File: config.mk
export PLATFORM = sky130hd
export DESIGN_NAME = irq_route_top
export DESIGN_NICKNAME = d
export VERILOG_FILES = /design/src/rtl/irq_route_pkg.sv /design/src/rtl/irq_pin_edge.sv /design/src/rtl/irq_sel_regs.sv /design/src/rtl/irq_src_mux.sv /design/src/rtl/irq_prio_enc.sv /design/src/rtl/irq_route_top.sv
export SDC_FILE = /design/constraint.sdc
export NUM_CORES = 1
export LEC_CHECK = 0
export CAP_MARGIN = 15
export CORE_AREA = 2 2 99 149
export DETAILED_ROUTE_END_ITERATION = 10
export DIE_AREA = 0 0 101 151
export DONT_BUFFER_PORTS = 1
export GPL_TIMING_DRIVEN = 0
export PLACE_DENSITY = 0.59
export SYNTH_ARGS = -nofsm -noshare
export SYNTH_HDL_FRONTEND = slang
export SYNTH_SLANG_ARGS = --single-unit
File: constraint.sdc
create_clock -name clk -period 4.18 [get_ports clk]
set_input_delay 0.836 -clock clk [delete_from_list [all_inputs] [get_ports clk]]
set_output_delay 0.836 -clock clk [all_outputs]
set_load 0.02 [all_outputs]
File: src/rtl/irq_route_pkg.sv
package irq_route_pkg;
  localparam int NLINE        = 16;
  localparam int SEL_W        = 5;
  localparam int REG_W        = 32;
  localparam int NFIELD       = 6;
  localparam int FLD_PER_HALF = 3;
  localparam int NFIXED       = 4;
  localparam int NREMAP       = NLINE - NFIXED;
  localparam int NPIN         = 4;
  localparam int PIN_CODE0    = 4;
  localparam int NCODE        = 17;
  localparam int NPERIPH      = NCODE - NPIN;
  localparam int IDX_W        = $clog2(NLINE);

  typedef logic [SEL_W-1:0] sel_t;

  function automatic int fld_lsb(int k);
    return k * SEL_W + k / FLD_PER_HALF;
  endfunction

  function automatic sel_t dflt_sel(int line);
    case (line)
      4:       return 5'd4;
      5:       return 5'd5;
      6:       return 5'd6;
      7:       return 5'd7;
      8:       return 5'd8;
      9:       return 5'd9;
      10:      return 5'd3;
      11:      return 5'd10;
      12:      return 5'd11;
      13:      return 5'd0;
      14:      return 5'd1;
      15:      return 5'd2;
      default: return 5'd0;
    endcase
  endfunction
endpackage

File: src/rtl/irq_pin_edge.sv
module irq_pin_edge
  import irq_route_pkg::*;
#(
  parameter int N_PIN  = NPIN,
  parameter int SYNC_N = 2
) (
  input  logic             clk,
  input  logic             rst_n,
  input  logic [N_PIN-1:0] pin_raw,
  input  logic [N_PIN-1:0] pin_pol,
  input  logic [N_PIN-1:0] pin_en,
  input  logic [N_PIN-1:0] pin_out,
  output logic [N_PIN-1:0] pulse
);
  // Per pin: SYNC_N synchronizer stages plus one stage holding the previous level.
  for (genvar g = 0; g < N_PIN; g++) begin : g_pin
    logic [SYNC_N:0] sh_q, sh_d;
    logic            cur, prv, rise, fall;

    always_comb begin
      sh_d = {sh_q[SYNC_N-1:0], pin_raw[g]};
    end

    always_ff @(posedge clk or negedge rst_n) begin
      if (!rst_n) sh_q <= '0;
      else        sh_q <= sh_d;
    end

    always_comb begin
      cur      = sh_q[SYNC_N-1];
      prv      = sh_q[SYNC_N];
      rise     = cur & ~prv;
      fall     = ~cur & prv;
      pulse[g] = (pin_pol[g] ? fall : rise) & pin_en[g] & ~pin_out[g];
    end
  end
endmodule

File: src/rtl/irq_sel_regs.sv
module irq_sel_regs
  import irq_route_pkg::*;
(
  input  logic                         clk,
  input  logic                         rst_n,
  input  logic                         reg_we,
  input  logic [1:0]                   reg_addr,
  input  logic [REG_W-1:0]             reg_wdata,
  output logic [REG_W-1:0]             reg_rdata,
  output logic [NREMAP-1:0][SEL_W-1:0] sel,
  output logic [NPIN-1:0]              pol
);
  localparam logic [1:0] A_LO  = 2'd0;
  localparam logic [1:0] A_HI  = 2'd1;
  localparam logic [1:0] A_POL = 2'd2;

  logic [NREMAP-1:0][SEL_W-1:0] sel_q, sel_d;
  logic [NPIN-1:0]              pol_q, pol_d;
  logic                         wr_lo, wr_hi, wr_pol;
  logic                         unused_gap;

  assign unused_gap = reg_wdata[fld_lsb(FLD_PER_HALF) - 1] ^ reg_wdata[REG_W-1];

  always_comb begin
    wr_lo  = reg_we && (reg_addr == A_LO);
    wr_hi  = reg_we && (reg_addr == A_HI);
    wr_pol = reg_we && (reg_addr == A_POL);
    sel_d  = sel_q;
    pol_d  = pol_q;
    for (int k = 0; k < NFIELD; k++) begin
      if (wr_lo) sel_d[k]          = reg_wdata[fld_lsb(k) +: SEL_W];
      if (wr_hi) sel_d[NFIELD + k] = reg_wdata[fld_lsb(k) +: SEL_W];
    end
    if (wr_pol) pol_d = reg_wdata[NPIN-1:0];
  end

  always_ff @(posedge clk or negedge rst_n) begin
    if (!rst_n) begin
      for (int k = 0; k < NREMAP; k++) sel_q[k] <= dflt_sel(NFIXED + k);
      pol_q <= '0;
    end else begin
      if (wr_lo || wr_hi) sel_q <= sel_d;
      if (wr_pol)         pol_q <= pol_d;
    end
  end

  always_comb begin
    reg_rdata = '0;
    case (reg_addr)
      A_LO: for (int k = 0; k < NFIELD; k++) reg_rdata[fld_lsb(k) +: SEL_W] = sel_q[k];
      A_HI: for (int k = 0; k < NFIELD; k++) reg_rdata[fld_lsb(k) +: SEL_W] = sel_q[NFIELD + k];
      A_POL: reg_rdata[NPIN-1:0] = pol_q;
      default: reg_rdata = '0;
    endcase
  end

  assign sel = sel_q;
  assign pol = pol_q;
endmodule

File: src/rtl/irq_src_mux.sv
module irq_src_mux
  import irq_route_pkg::*;
(
  input  logic [NREMAP-1:0][SEL_W-1:0] sel,
  input  logic [NPERIPH-1:0]           periph_evt,
  input  logic [NPIN-1:0]              pin_pulse,
  output logic [NREMAP-1:0]            remap_line
);
  localparam int NSLOT = 2 ** SEL_W;

  logic [NCODE-1:0] src_vec;
  logic [NSLOT-1:0] src_pad;

  // Code order: non-pin sources below the pin block, the pins, then the rest.
  assign src_vec = {periph_evt[NPERIPH-1:PIN_CODE0], pin_pulse, periph_evt[PIN_CODE0-1:0]};
  // Unused codes land on zero-filled slots.
  assign src_pad = {{(NSLOT - NCODE){1'b0}}, src_vec};

  for (genvar g = 0; g < NREMAP; g++) begin : g_line
    assign remap_line[g] = src_pad[sel[g]];
  end
endmodule

File: src/rtl/irq_prio_enc.sv
module irq_prio_enc
  import irq_route_pkg::*;
(
  input  logic [NLINE-1:0] lines,
  output logic             valid,
  output logic [IDX_W-1:0] idx
);
  always_comb begin
    valid = |lines;
    idx   = '0;
    for (int i = NLINE - 1; i >= 0; i--) begin
      if (lines[i]) idx = IDX_W'(i);
    end
  end
endmodule

File: src/rtl/irq_route_top.sv
module irq_route_top
  import irq_route_pkg::*;
(
  input  logic               clk,
  input  logic               rst_n,
  input  logic               reg_we,
  input  logic [1:0]         reg_addr,
  input  logic [REG_W-1:0]   reg_wdata,
  output logic [REG_W-1:0]   reg_rdata,
  input  logic               line0_evt,
  input  logic               line1_evt,
  input  logic [NPERIPH-1:0] periph_evt,
  input  logic [NPIN-1:0]    pin_in,
  input  logic [NPIN-1:0]    pin_en,
  input  logic [NPIN-1:0]    pin_out,
  output logic [NLINE-1:0]   irq_line,
  output logic               irq_valid,
  output logic [IDX_W-1:0]   irq_idx
);
  logic [NREMAP-1:0][SEL_W-1:0] sel;
  logic [NPIN-1:0]              pol;
  logic [NPIN-1:0]              pin_pulse;
  logic [NREMAP-1:0]            remap_line;

  irq_sel_regs u_regs (
    .clk(clk), .rst_n(rst_n), .reg_we(reg_we), .reg_addr(reg_addr),
    .reg_wdata(reg_wdata), .reg_rdata(reg_rdata), .sel(sel), .pol(pol)
  );

  irq_pin_edge #(.N_PIN(NPIN), .SYNC_N(2)) u_edge (
    .clk(clk), .rst_n(rst_n), .pin_raw(pin_in), .pin_pol(pol),
    .pin_en(pin_en), .pin_out(pin_out), .pulse(pin_pulse)
  );

  irq_src_mux u_mux (
    .sel(sel), .periph_evt(periph_evt), .pin_pulse(pin_pulse), .remap_line(remap_line)
  );

  assign irq_line = {remap_line, 2'b00, line1_evt, line0_evt};

  irq_prio_enc u_prio (
    .lines(irq_line), .valid(irq_valid), .idx(irq_idx)
  );
endmodule

### Word level (Yosys, flattened, before mapping)

Cells that the tools add are included.
Widths: inputs -> output; s select.

* register bits: 76
* input bits: 64

* order comparisons: 12
* equality and inequality tests: 2
* muxes and demuxes: 45
* bitwise gates (word level): 28
* reductions and logical operators: 8

Operators by type and width (count)
* $lt 5x6->1 const B: 12
* $bmux 1 s5: 12
* $mux 4: 14
* $pmux 15 s2: 1
* $pmux 11 s2: 1
* $and 1x1->1: 16
* $mux 1: 16
* $reduce_or 14->1: 1
* $not 1->1: 12
* $pmux 4 s3: 1
* $reduce_and 2->1: 2
* $logic_and 1x1->1: 3
* $eq 2x1->1 const B: 1
* $eq 2x2->1 const B: 1
* $logic_not 2->1: 1
* $logic_or 1x1->1: 1

### Longest topological paths before layout

* word-level depth: 21
* gate-level depth with buffers: 10
* mapped depth without buffers: 9

### Modules after synthesis

From an unflattened synthesis, not the netlist that was laid out.

* cell total of the unflattened synthesis: 463
* area total of the unflattened synthesis: 5491.5 µm²

By module, submodules not included
* irq_sel_regs: times used 1, cells each 209, area each 2966.6 µm²
* irq_src_mux: times used 1, cells each 187, area each 1904.3 µm²
* irq_pin_edge: times used 1, cells each 28, area each 410.4 µm²
* irq_prio_enc: times used 1, cells each 34, area each 176.4 µm²
* irq_route_top: times used 1, cells each 5, area each 33.8 µm²

### Worst setup path after synthesis

No wires, ideal clock.

* path type: input -> output
* start: input port periph_evt[3]
* end: output port irq_idx[2]
* arrival time: 3.057 ns
* required time: 3.344 ns
* setup slack: 0.287 ns
* stages on the path: 9
* cells stage by stage: clkbuf_1 -> mux4_2 -> a21o_1 -> a311o_1 -> a32oi_1 -> inv_1 -> nor4_1 -> a211oi_1 -> nor3_1

RTL lines
* start, declared: RTL line irq_route_top.sv:12 `input logic [NPERIPH-1:0] periph_evt,`
* $bmux 1 s5: RTL line irq_src_mux.sv:20 `assign remap_line[g] = src_pad[sel[g]];`
* $mux 1 (implied by the code): RTL line irq_src_mux.sv:20
* via irq_line[10]: RTL line irq_route_top.sv:16 `output logic [NLINE-1:0] irq_line,`
* $mux 4 (9 in series): RTL line irq_prio_enc.sv:12 `if (lines[i]) idx = IDX_W'(i);`
* end, declared: RTL line irq_route_top.sv:18 `output logic [IDX_W-1:0] irq_idx`

The timed path passes the listed nets, and every way through them passes these cells. The select of a mux whose other input is x is not followed.

### Worst setup path in the final report

* start: register u_regs.sel_q (netlist bit u_regs.sel[36])
* end: output port irq_idx[0]

* cells in the longest elaborated chain, start to end: 12

RTL lines
* start, declared: RTL line irq_sel_regs.sv:17 `logic [NREMAP-1:0][SEL_W-1:0] sel_q, sel_d;`
* start signal, assigned: RTL line irq_sel_regs.sv:42 `if (wr_lo || wr_hi) sel_q <= sel_d;`
* $bmux 1 s5: RTL line irq_src_mux.sv:20
* $mux 1 (implied by the code): RTL line irq_src_mux.sv:20
* via irq_line[11]: RTL line irq_route_top.sv:16
* $mux 4 (10 in series): RTL line irq_prio_enc.sv:12

The timed path passes the listed nets, and every way through them passes these cells. The select of a mux whose other input is x is not followed.

==> out/qor.csv <==
metric;value;unit
status;finished clean;
cp.arrival;3.21;ns
place_congestion;0.961;
yosysTopAreaCell;dfrtp_1;
synthesis.instances;510;
path_class;register to primary output;
numCtsBuffers;9;
synth_xor_area_share;0;%
port_buffers;0;
end_kind;primary output;
final.period_utilization;96.8;%
postCtsSetupBuffers;0;
cts.sinks;76;
timing.critical_path.cells;clkbuf_1 > mux4_2 > or2_0 > a31o_1 > a31o_4 > a211o_1 > a311oi_2 > nor3_1 > o31a_1;
crit_family;compound AO/OA/AOI/OAI gates;
grt_pass1_wl;26.2;mm
finalSetupViolCount;0;
power.leakage;2.42;nW
final_net_count;586;
timing.final.ws_setup;0.136;ns
switching_power;1.02;mW
drive_gt1_share;30.9;%
crit_path_start_kind;register;
synthSimpleGateAreaFrac;11.5;%
drt-wirelength-per-cell;25.2;um
clk_path_buf_depth;2;
yosys-top-cells-area;dfrtp_1 (25%), mux4_2 (14%), mux2_2 (11%), dfstp_2 (9.5%), mux2i_1 (7.1%);
seq_power_share;34.5;%
cts_tree;built;
maxCapViolations;0;
row_count;53;
seq_area_frac_synth;35.0;%
vdd_drop_max;0.205;mV
hpwlAfterDp;12.7;mm
avgViaCountPerCell;6.37;
syn_area_per_cell;10.8;um^2
clk_pin_slew;0.06;ns
path_buf_inv;1;
die_h;151;um
placed_cells;678;
required;3.34;ns
grt_pass1_vias;4500;
drt_wl_total;17.5;mm
sw_frac_of_total;34.9;%
rsz0062_at_grt;false;
vias;4413;
p_clk_share;29.9;%
grt_max_degree;77;
combPwrFrac;35.5;%
ys.flop_type;dfrtp_1;
core;0.0139;mm^2
grt_use_total;23.4;%
syn-cell-area;0.00551;mm^2
pre_cts_ws;-0.241;ns
finalClockSkew;0.000448;ns
drtIter0Drc;414;
synth_top_cell_area_share;25.4;%
grt_overflow_total;0;
htreeDepth;3;
cp_slowest_cell;dfstp_2;
synth_compound_area_share;11.8;%
yosys-mux-area-fraction;34.8;%
die_x;101;um
antenna_found_initial;1;
drc;0;
synth_cell_types;48;
worst_pin_slew;0.882;ns
finalHoldViolCount;0;
areaGrowthSynthToFinish;11.2;%
synth_fa_ha_area_share;0;%
synth_seq_cells;76;
max_stage_delay;0.51;ns
drv_slew;0;
ios;117;
period_needed;4.04;ns
synthTopCellsByCount;dfrtp_1 (56), mux2_2 (56), clkbuf_1 (44);
first_pass_iters;5;
synth_edf_count;0;
root_buffer;clkbuf_16;
yosys_warnings;0;
max_freq;0.247;GHz
fin_cells;693;
p_int;1.90;mW
postRouteAntennaNets;0;
synth_top_family_by_area;multiplexers;
hold_path_class;input port to async pin;
clk_latency;0.34;ns
async_flop_share;100;%
relSlewSlack;41.2;%
start_util;39.6;%
powerDensity;477;mW/mm^2
crit_fanout;8;
dieArea;0.0153;mm^2
==> power by group through the flow <==
stage	Combinational (mW)	Clock (mW)	Sequential, mW
floorplan	0.841	0	0.965
global placement	1.00	0	0.998
detailed placement	1.03	0	1.01
CTS	1.03	0.892	0.992
global route	1.12	0.915	1.02
finish	1.04	0.874	1.01
==> sequential cells by signal, indices dropped and copies added (netlist names) <==
register           count
u_regs.sel            60
u_edge.g_pin.sh_q     12
u_regs.pol             4
==> timing repair <==
item / CTS / global route
gates resized for setup: 5 / 16
pin swaps: 1 / 1
endpoints found under the setup margin: 3 / 5
hold endpoints to repair: 0 / 0
hold buffers: 0 / 0
==> final cells by class <==
class | instances | area [um^2]
Antenna cell | 1 | 2.50
Clock inverter | 3 | 67.6
Fill cell | 1350 | 7800
Clock buffer | 13 | 270
Sequential cell | 76 | 1930
Tap cell | 165 | 206
Buffer | 63 | 295
Inverter | 21 | 78.8
Multi-Input combinational cell | 351 | 3280
==> per-stage QoR <==
stage	hold WS [ns]	setup TNS, ns	utilization (%)	power (mW)	area, um^2
6_report	0.189	0	44.0	2.92	6120
5_1_grt	0.179	0	44.0	3.06	6120
4_1_cts	0.181	-0.0195	43.7	2.92	6080
3_5_place_dp	0.335	-0.241	41.1	2.03	5730
3_3_place_gp	0.333	-0.207	41.1	2.00	5730
2_1_floorplan	0.331	0	-	1.81	5520
==> logic make-up (layout without fill, tap and decap cells) <==
group	Yosys count	in the layout
flops	76	76
compound gates	91	91
mux	134	134
buf+inv	86	100
simple gates	122	122
other cells	1	5
==> metal layers <==
metal | up-vias | part of all wire [%] | GRT usage (%)
met5 | - | 0 | 0
met2 | 222 | 53 | 40.5
met3 | 31 | 9.5 | 7.57
met1 | 2241 | 35 | 25.9
met4 | 0 | 2.8 | 10.5
li1 | 1919 | - | -
==> layout by cell type, fill, tap and decap left out, drive strengths merged, types with 2 or more instances in the layout <==
master,instances
a311oi,2
nor3b,5
and3b,4
buf,19
a211oi,5
o211ai,16
mux4,39
nor2b,8
clkbuf,57
inv,21
mux2,56
nand2b,6
bufinv,2
a21o,4
a32o,2
dfrtp,56
mux2i,39
a21oi,7
and3,5
o21ai,25
nand2,29
nor4,9
nor2,35
o2111ai,10
nand3,2
nor3,8
a31o,5
dfstp,20
a31oi,8
nor4b,5
nand3b,5
a311o,3
conb,4
==> path summary, 6_finish.rpt <==
check / depth (start not counted) / from / slack (ns) / endpoint
max: 9 / u_regs.sel[36] / 0.14 / irq_idx[0]
min reg2reg: 0 / u_edge.g_pin[0].sh_q[0] / 0.35 / u_edge.g_pin[0].sh_q[1]
min: 0 / rst_n / 0.19 / u_regs.sel[37]
max in group asynchronous: 0 / rst_n / 3.79 / u_regs.sel[17]
max reg2reg: 2 / u_regs.sel[41] / 2.94 / u_regs.sel[41]
min in group clk: 0 / u_edge.g_pin[0].sh_q[0] / 0.35 / u_edge.g_pin[0].sh_q[1]
(Power assumes the default switching activity.)
